$ cat config.mk
export PLATFORM = sky130hd
export DESIGN_NAME = evt_qual_counter
export DESIGN_NICKNAME = d
export VERILOG_FILES = /design/src/rtl/evq_pkg.sv /design/src/rtl/evq_regs.sv /design/src/rtl/evq_qual.sv /design/src/rtl/evq_accum.sv /design/src/rtl/evt_qual_counter.sv
export SDC_FILE = /design/constraint.sdc
export NUM_CORES = 1
export LEC_CHECK = 0
export BUFFER_PORTS_ARGS = -buffer_cell sky130_fd_sc_hd__buf_2
export CORE_MARGIN = 1
export CORE_UTILIZATION = 45
export DETAILED_ROUTE_END_ITERATION = 7
export PLACE_DENSITY = 0.75
export SLEW_MARGIN = 25
export SYNTH_ARGS = -nofsm -noshare
export SYNTH_HDL_FRONTEND = slang
export SYNTH_HIERARCHICAL = 1
export SYNTH_SLANG_ARGS = --single-unit
$ cat constraint.sdc
create_clock -name clk -period 5.48 [get_ports clk]
set_input_delay 1.096 -clock clk [delete_from_list [all_inputs] [get_ports clk]]
set_output_delay 1.096 -clock clk [all_outputs]
set_load 0.01 [all_outputs]
$ cat src/rtl/evq_pkg.sv
`timescale 1ns/1ps
package evq_pkg;
   localparam int SEL_W     = 3;
   localparam int THR_W     = 8;
   localparam int MAX_LANES = 1 << SEL_W;

   localparam int SEL_LSB   = 0;
   localparam int THR_LSB   = 8;
   localparam int EDGE_BIT  = 16;
   localparam int INV_BIT   = 17;
   localparam int USR_BIT   = 18;
   localparam int KRN_BIT   = 19;
   localparam int EN_BIT    = 20;
   localparam int IRQ_BIT   = 21;
   localparam int CTRL_USED = 22;

   typedef enum logic [1:0] {
      REG_CTRL   = 2'd0,
      REG_COUNT  = 2'd1,
      REG_STATUS = 2'd2,
      REG_NONE   = 2'd3
   } reg_addr_e;

   typedef struct packed {
      logic             irq_en;
      logic             cnt_en;
      logic             krn_en;
      logic             usr_en;
      logic             inv;
      logic             edge_en;
      logic [THR_W-1:0] thr;
      logic [SEL_W-1:0] sel;
   } ctrl_t;

   function automatic ctrl_t ctrl_unpack(input logic [CTRL_USED-1:0] w);
      ctrl_t c;
      c.sel     = w[SEL_LSB +: SEL_W];
      c.thr     = w[THR_LSB +: THR_W];
      c.edge_en = w[EDGE_BIT];
      c.inv     = w[INV_BIT];
      c.usr_en  = w[USR_BIT];
      c.krn_en  = w[KRN_BIT];
      c.cnt_en  = w[EN_BIT];
      c.irq_en  = w[IRQ_BIT];
      return c;
   endfunction

   function automatic logic [CTRL_USED-1:0] ctrl_pack(input ctrl_t c);
      logic [CTRL_USED-1:0] w;
      w = '0;
      w[SEL_LSB +: SEL_W] = c.sel;
      w[THR_LSB +: THR_W] = c.thr;
      w[EDGE_BIT]         = c.edge_en;
      w[INV_BIT]          = c.inv;
      w[USR_BIT]          = c.usr_en;
      w[KRN_BIT]          = c.krn_en;
      w[EN_BIT]           = c.cnt_en;
      w[IRQ_BIT]          = c.irq_en;
      return w;
   endfunction
endpackage

$ cat src/rtl/evq_regs.sv
`timescale 1ns/1ps
module evq_regs
   import evq_pkg::*;
#(
   parameter int DATA_W = 64,
   parameter int CNT_W  = 48
) (
   input  logic              clk,
   input  logic              rst_n,
   input  logic              bus_we,
   input  logic [1:0]        bus_addr,
   input  logic [DATA_W-1:0] bus_wdata,
   input  logic [CNT_W-1:0]  cnt_q,
   input  logic              ovf_q,
   output ctrl_t             ctrl_q,
   output logic              ctrl_wr,
   output logic              cnt_wr,
   output logic              stat_clr,
   output logic [DATA_W-1:0] bus_rdata
);
   reg_addr_e addr;
   assign addr = reg_addr_e'(bus_addr);

   // write decode
   assign ctrl_wr  = bus_we && (addr == REG_CTRL);
   assign cnt_wr   = bus_we && (addr == REG_COUNT);
   assign stat_clr = bus_we && (addr == REG_STATUS) && bus_wdata[0];

   always_ff @(posedge clk or negedge rst_n) begin
      if (!rst_n)       ctrl_q <= '0;
      else if (ctrl_wr) ctrl_q <= ctrl_unpack(bus_wdata[CTRL_USED-1:0]);
   end

   // read mux
   always_comb begin
      unique case (addr)
         REG_CTRL:   bus_rdata = DATA_W'(ctrl_pack(ctrl_q));
         REG_COUNT:  bus_rdata = DATA_W'(cnt_q);
         REG_STATUS: bus_rdata = DATA_W'(ovf_q);
         default:    bus_rdata = '0;
      endcase
   end
endmodule

$ cat src/rtl/evq_qual.sv
`timescale 1ns/1ps
module evq_qual
   import evq_pkg::*;
#(
   parameter int NUM_LANES = 8,
   parameter int LANE_W    = 3
) (
   input  logic                          clk,
   input  logic                          rst_n,
   input  logic [NUM_LANES*LANE_W-1:0]   evt_i,
   input  logic [1:0]                    priv_i,
   input  ctrl_t                         ctrl_q,
   input  logic                          ctrl_wr,
   output logic [LANE_W-1:0]             incr_o
);
   // lane table padded to the full select range; missing lanes read zero
   logic [LANE_W-1:0] lane_tbl [MAX_LANES];

   for (genvar g = 0; g < MAX_LANES; g++) begin : g_lane
      if (g < NUM_LANES) begin : g_live
         assign lane_tbl[g] = evt_i[g*LANE_W +: LANE_W];
      end else begin : g_pad
         assign lane_tbl[g] = '0;
      end
   end

   logic [LANE_W-1:0] lane;
   logic [THR_W-1:0]  lane_ext;
   logic              thr_zero, cond, ring0, priv_ok, gate, qual, prev_q;

   assign lane     = lane_tbl[ctrl_q.sel];
   assign lane_ext = THR_W'(lane);
   assign thr_zero = (ctrl_q.thr == '0);
   assign cond     = thr_zero ? (lane != '0) : ((lane_ext >= ctrl_q.thr) ^ ctrl_q.inv);
   assign ring0    = (priv_i == 2'd0);
   assign priv_ok  = (!ctrl_q.usr_en && !ctrl_q.krn_en)
                   || (ctrl_q.krn_en && ring0)
                   || (ctrl_q.usr_en && !ring0);
   assign gate     = ctrl_q.cnt_en && priv_ok;
   assign qual     = cond && gate;

   // previous qualified condition for edge mode
   always_ff @(posedge clk or negedge rst_n) begin
      if (!rst_n)       prev_q <= 1'b0;
      else if (ctrl_wr) prev_q <= 1'b0;
      else              prev_q <= qual;
   end

   always_comb begin
      if (!gate)               incr_o = '0;
      else if (ctrl_q.edge_en) incr_o = LANE_W'(qual && !prev_q);
      else if (thr_zero)       incr_o = lane;
      else                     incr_o = LANE_W'(cond);
   end
endmodule

$ cat src/rtl/evq_accum.sv
`timescale 1ns/1ps
module evq_accum #(
   parameter int CNT_W = 48,
   parameter int INC_W = 3
) (
   input  logic             clk,
   input  logic             rst_n,
   input  logic [INC_W-1:0] incr_i,
   input  logic             cnt_wr,
   input  logic [CNT_W-1:0] wr_val,
   input  logic             stat_clr,
   output logic [CNT_W-1:0] cnt_q,
   output logic             ovf_q
);
   logic [CNT_W:0] sum;
   logic           wrap;

   assign sum  = {1'b0, cnt_q} + (CNT_W+1)'(incr_i);
   assign wrap = sum[CNT_W] && !cnt_wr;

   always_ff @(posedge clk or negedge rst_n) begin
      if (!rst_n)      cnt_q <= '0;
      else if (cnt_wr) cnt_q <= wr_val;
      else             cnt_q <= sum[CNT_W-1:0];
   end

   // set wins over a same-cycle clear
   always_ff @(posedge clk or negedge rst_n) begin
      if (!rst_n)        ovf_q <= 1'b0;
      else if (wrap)     ovf_q <= 1'b1;
      else if (stat_clr) ovf_q <= 1'b0;
   end
endmodule

$ cat src/rtl/evt_qual_counter.sv
`timescale 1ns/1ps
module evt_qual_counter
   import evq_pkg::*;
#(
   parameter int NUM_LANES = 8,
   parameter int LANE_W    = 3,
   parameter int CNT_W     = 48,
   parameter int DATA_W    = 64
) (
   input  logic                        clk,
   input  logic                        rst_n,
   input  logic [NUM_LANES*LANE_W-1:0] evt_i,
   input  logic [1:0]                  priv_i,
   input  logic                        bus_we,
   input  logic [1:0]                  bus_addr,
   input  logic [DATA_W-1:0]           bus_wdata,
   output logic [DATA_W-1:0]           bus_rdata,
   output logic                        irq_o
);
   if (NUM_LANES < 1 || NUM_LANES > MAX_LANES) begin : g_bad_lanes
      $error("NUM_LANES out of range");
   end
   if (LANE_W < 1 || LANE_W > THR_W || LANE_W >= CNT_W) begin : g_bad_lane_w
      $error("LANE_W out of range");
   end
   if (DATA_W < CNT_W || DATA_W < CTRL_USED) begin : g_bad_data_w
      $error("DATA_W too narrow");
   end

   ctrl_t             ctrl_q;
   logic              ctrl_wr, cnt_wr, stat_clr, ovf_q;
   logic [CNT_W-1:0]  cnt_q;
   logic [LANE_W-1:0] incr;

   evq_regs #(.DATA_W(DATA_W), .CNT_W(CNT_W)) u_regs (
      .clk(clk), .rst_n(rst_n), .bus_we(bus_we), .bus_addr(bus_addr),
      .bus_wdata(bus_wdata), .cnt_q(cnt_q), .ovf_q(ovf_q), .ctrl_q(ctrl_q),
      .ctrl_wr(ctrl_wr), .cnt_wr(cnt_wr), .stat_clr(stat_clr),
      .bus_rdata(bus_rdata)
   );

   evq_qual #(.NUM_LANES(NUM_LANES), .LANE_W(LANE_W)) u_qual (
      .clk(clk), .rst_n(rst_n), .evt_i(evt_i), .priv_i(priv_i),
      .ctrl_q(ctrl_q), .ctrl_wr(ctrl_wr), .incr_o(incr)
   );

   evq_accum #(.CNT_W(CNT_W), .INC_W(LANE_W)) u_accum (
      .clk(clk), .rst_n(rst_n), .incr_i(incr), .cnt_wr(cnt_wr),
      .wr_val(bus_wdata[CNT_W-1:0]), .stat_clr(stat_clr),
      .cnt_q(cnt_q), .ovf_q(ovf_q)
   );

   assign irq_o = ovf_q && ctrl_q.irq_en;
endmodule

==> summary.md <==
| Metric | Value |
|---|---|
| Worst EP arrival | `between 5 and 6 ns` |
| Hold buffers post-CTS | `0` |
| Number of gates resized after cts | `0` |
| Crit-path slowest cell | `nor4_2` |
| Min-delay src | `u_accum/ovf_q` |
| Min-Delay Path Class | `flop to flop` |
| Startpoint types | `input port` |
| Worst flop-to-flop path endpoint | `u_accum/cnt_q[46]` |
| Wire length on met3 | `between 700 and 800 um` |
| Clock skew | `approximately 0.0077 ns` |
| Commonest non-fill, non-tap cells in the layout | `127 x buf_2, 67 x dfrtp_1, 57 x nand2_1, 43 x o21ai_0, 36 x and2_1` |
| Core area | `9910 sq um` |
| Internal | `1.05 mW` |
| Outcome | `finished clean` |
| Die X | `approximately 100 um` |
| Post-Syn Area | `4650 sq um` |
| Tmin final | `between 5 and 6 ns` |
| Design Area, Final | `between 5000 and 6000 sq um` |
| Aggregate routed wire length | `between 10000 and 15000 um` |
| Final period util | `0.961` |
| Reg2reg setup slack | `approximately 0.28 ns` |
| CP max stage delay | `around 0.63 ns` |
| Hold Path End | `u_accum/ovf_q` |
| Layout Cells excl Fill | `755` |
| Drt initial violations | `~300` |
| Mux share of post-synthesis cell area | `0.122` |
| Crit path kind | `input port to flop` |
| DRT met1 WL | `5280 um` |
| Ys flop type | `dfrtp_1` |
| Max Root-Sink Buffers | `2` |
| CTS Buf Count | `9` |
| TritonCTS clock tree | `built` |
| Met2 routed WL | `5550 um` |
| Clock power share | `0.294` |
| MaxCap Viol Count | `0` |
| Clk root buf | `clkbuf_8` |
| First-pass GRT wire length | `between 15000 and 20000 um` |
| FMAX | `190 MHz` |
| Top sig layer | `met4` |
| XOR/XNOR Fraction of Synth Area | `0.0678` |
| Via/cell ratio | `approximately 5.5` |
| Synth Area in Compound Gates | `0.0891` |
| Post-synthesis adder-cell area fraction | `0.0205` |
| Area of the die | `around 11000 sq um` |
| Synth async-reset ratio | `1.00` |
| HPWL after detailed placement | `roughly 8600 um` |
| H-tree depth | `3` |
| WP data required | `around 5.8 ns` |
| Antenna cell count | `0` |
| Pleak | `~2.5 nW` |
| Final Setup Violations | `0` |
| DRT Pass-1 Iters | `5` |
| Largest net degree at the start of global routing | `between 60 and 70` |
| Simple-Gate Fraction of Synth Area | `0.265` |
| RSZ-0062 raised after global routing | `no` |
| Std-Cell Rows | `36` |
| Syn Area/Cell | `slightly above 9 sq um` |
| Cell repeated most along the worst path | `ha_1` |
| WL per Instance | `around 16 um` |
| Switching share of power | `0.324` |
| Vias | `4127` |
| Layout Nets | `between 700 and 800` |
| Mapped Cells | `503` |
| Worst skew pair latency | `0.35 ns` |
| Total Routing Usage GR | `0.224` |
| Largest family of logic cells by synthesized area | `simple AND/OR/NAND/NOR gates` |
| Area grow syn2layout | `17.4%` |
| CTS sink cnt | `between 60 and 70` |
| Power Density | `roughly 290 nW/um^2` |
| Commonest non-fill, non-tap cell in the layout | `buf_2` |
| Final Slew Violations | `0` |
| Seq/Total Area, Yosys | `0.361` |
| Yosys warnings | `6` |
| FF-to-FF path depth | `15` |
| Layout cells sized above 1 | `0.296` |
| Final hold violation count | `0` |
| Post-DP Area | `roughly 5200 sq um` |
| Fill cell total of the finished layout | `roughly 930` |
| Worst-Margin Slew | `0.858 ns` |
| Starting Density | `0.469` |
| Final core utilization | `0.551` |
| Post-CTS Setup Bufs | `0` |
| Die Y-Extent | `104 um` |
| Hold Path Cell Cnt | `2` |
| Critical Path, Cell by Cell | `buf_2 -> mux4_2 -> mux2i_1 -> inv_1 -> ha_1 -> a211oi_1 -> nor3_1 -> a41o_1 -> a2111oi_1 -> ha_1 -> fa_1 -> a21oi_1 -> nor4_2 -> nand2_1 -> or3_1 -> a31oi_1` |
| Port Buf Inserts | `around 130` |
| Sequential share of power | `0.453` |
| Number of global-route vias before repair | `between 4000 and 5000` |
| CP Capture Type | `flop` |
| I/O pins | `between 150 and 200` |
| Number of synthesized register bits | `67` |
| GR Overflow Total | `0` |
| Residual DRC | `0` |
| FF-to-FF Start | `u_regs/ctrl_q[0]` |
| Dpl cells | `740` |
| Comb pwr share | `0.253` |
| DRT antenna net count | `0` |
| Unique masters post-synth | `58` |
| Net Sw Power | `0.505 mW` |
| Maximum vdd ir drop | `0.142 mV` |
| Gpl congestion | `roughly 0.83` |
| Final hold slack | `approximately 0.55 ns` |
| Initial antenna violation count | `0` |
| Clock-pin transition on the worst setup and hold timing paths | `roughly 0.070 ns` |
| Slew Limit Headroom | `0.428` |
| Post-synth EDFFs | `0` |
| Crit path max fanout | `6` |
[layer usage]
layer / vias to the layer above / global-route usage
li1: 1983 / -
met1: 1974 / 0.295
met2: 157 / 0.374
met3: 13 / 0.0384
met4: 0 / 0.0725
met5: - / 0
[how the worst max path moves through the flow]
stage / end / cells past startpoint / from / slack, ns
global route: u_accum/cnt_q[34] / 15 / u_regs/ctrl_q[0] / 0.07
floorplan: u_accum/cnt_q[46] / 15 / evt_i[22] / 0.75
finish: u_accum/cnt_q[46] / 16 / evt_i[22] / 0.22
detailed placement: u_accum/cnt_q[42] / 16 / evt_i[22] / -0.02
CTS: u_accum/cnt_q[46] / 16 / evt_i[22] / 0.33
global placement: u_accum/cnt_q[42] / 16 / evt_i[22] / 0.15
[cell families after synthesis]
group	count (synthesis)
other cells	1
simple gates	223
xor+xnor	36
fa+ha+maj	7
mux	46
buf+inv	53
flops	67
compound gates	70
[power by group through the flow]
| stage | clock [mW] | combinational, mW | sequential [mW] |
|---|---|---|---|
| global route | 0.488 | 0.437 | 0.725 |
| floorplan | 0 | 0.298 | 0.671 |
| global placement | 0 | 0.376 | 0.706 |
| CTS | 0.463 | 0.396 | 0.705 |
| finish | 0.457 | 0.394 | 0.705 |
| detailed placement | 0 | 0.394 | 0.715 |
[registers in the layout (all words and copies together), names as in the netlist]
name,count
u_accum/cnt_q,48
u_qual/prev_q,1
u_regs/ctrl_q,17
u_accum/ovf_q,1
[stage by stage]
stage          TNS, ns  total power, mW  worst slack (ns)
2_1_floorplan        0            0.969             0.750
3_3_place_gp         0             1.08             0.150
3_5_place_dp   -0.0168             1.11           -0.0168
4_1_cts              0             1.56             0.334
5_1_grt              0             1.65            0.0700
6_report             0             1.56             0.215
[worst max-delay path, delay by kind of cell]
kind | cells | cell delay (ns)
and+or+nand+nor | 4 | 1.40
muxes | 2 | 0.75
adders and majority gates | 3 | 0.84
buffers and inverters | 2 | 0.18
AOI/OAI and AO/OA | 5 | 1.28
[cells in the mapped netlist (all sizes together) (4+ instances only)]
| cell type | number | share of area |
|---|---|---|
| ha | 6 | 0.016 |
| mux2i | 23 | 0.050 |
| nor4 | 10 | 0.015 |
| o21ai | 43 | 0.046 |
| buf | 30 | 0.055 |
| dfrtp | 67 | 0.36 |
| nor2 | 34 | 0.027 |
| and2 | 38 | 0.051 |
| clkbuf | 13 | 0.010 |
| or4 | 5 | 0.0097 |
| mux2 | 19 | 0.053 |
| inv | 9 | 0.0073 |
| nand3 | 15 | 0.016 |
| a31oi | 8 | 0.011 |
| or3 | 8 | 0.011 |
| nand4 | 25 | 0.038 |
| mux4 | 4 | 0.019 |
| xnor2 | 13 | 0.024 |
| nand2 | 57 | 0.046 |
| and3 | 10 | 0.014 |
| and4 | 6 | 0.012 |
| xor2 | 23 | 0.043 |
[area by class of cell]
cell class | count | area [sq um] | area share
Clock buffer | 10 | 138 | 0.0252
Inverter | 9 | 33.8 | 0.00619
Multi-Input combinational cell | 398 | 2690 | 0.492
Sequential cell | 67 | 1680 | 0.307
Clock inverter | 5 | 77.6 | 0.0142
Timing Repair Buffer | 133 | 681 | 0.125
Tap cell | 133 | 166 | 0.0305
(Power assumes the default switching activity.)
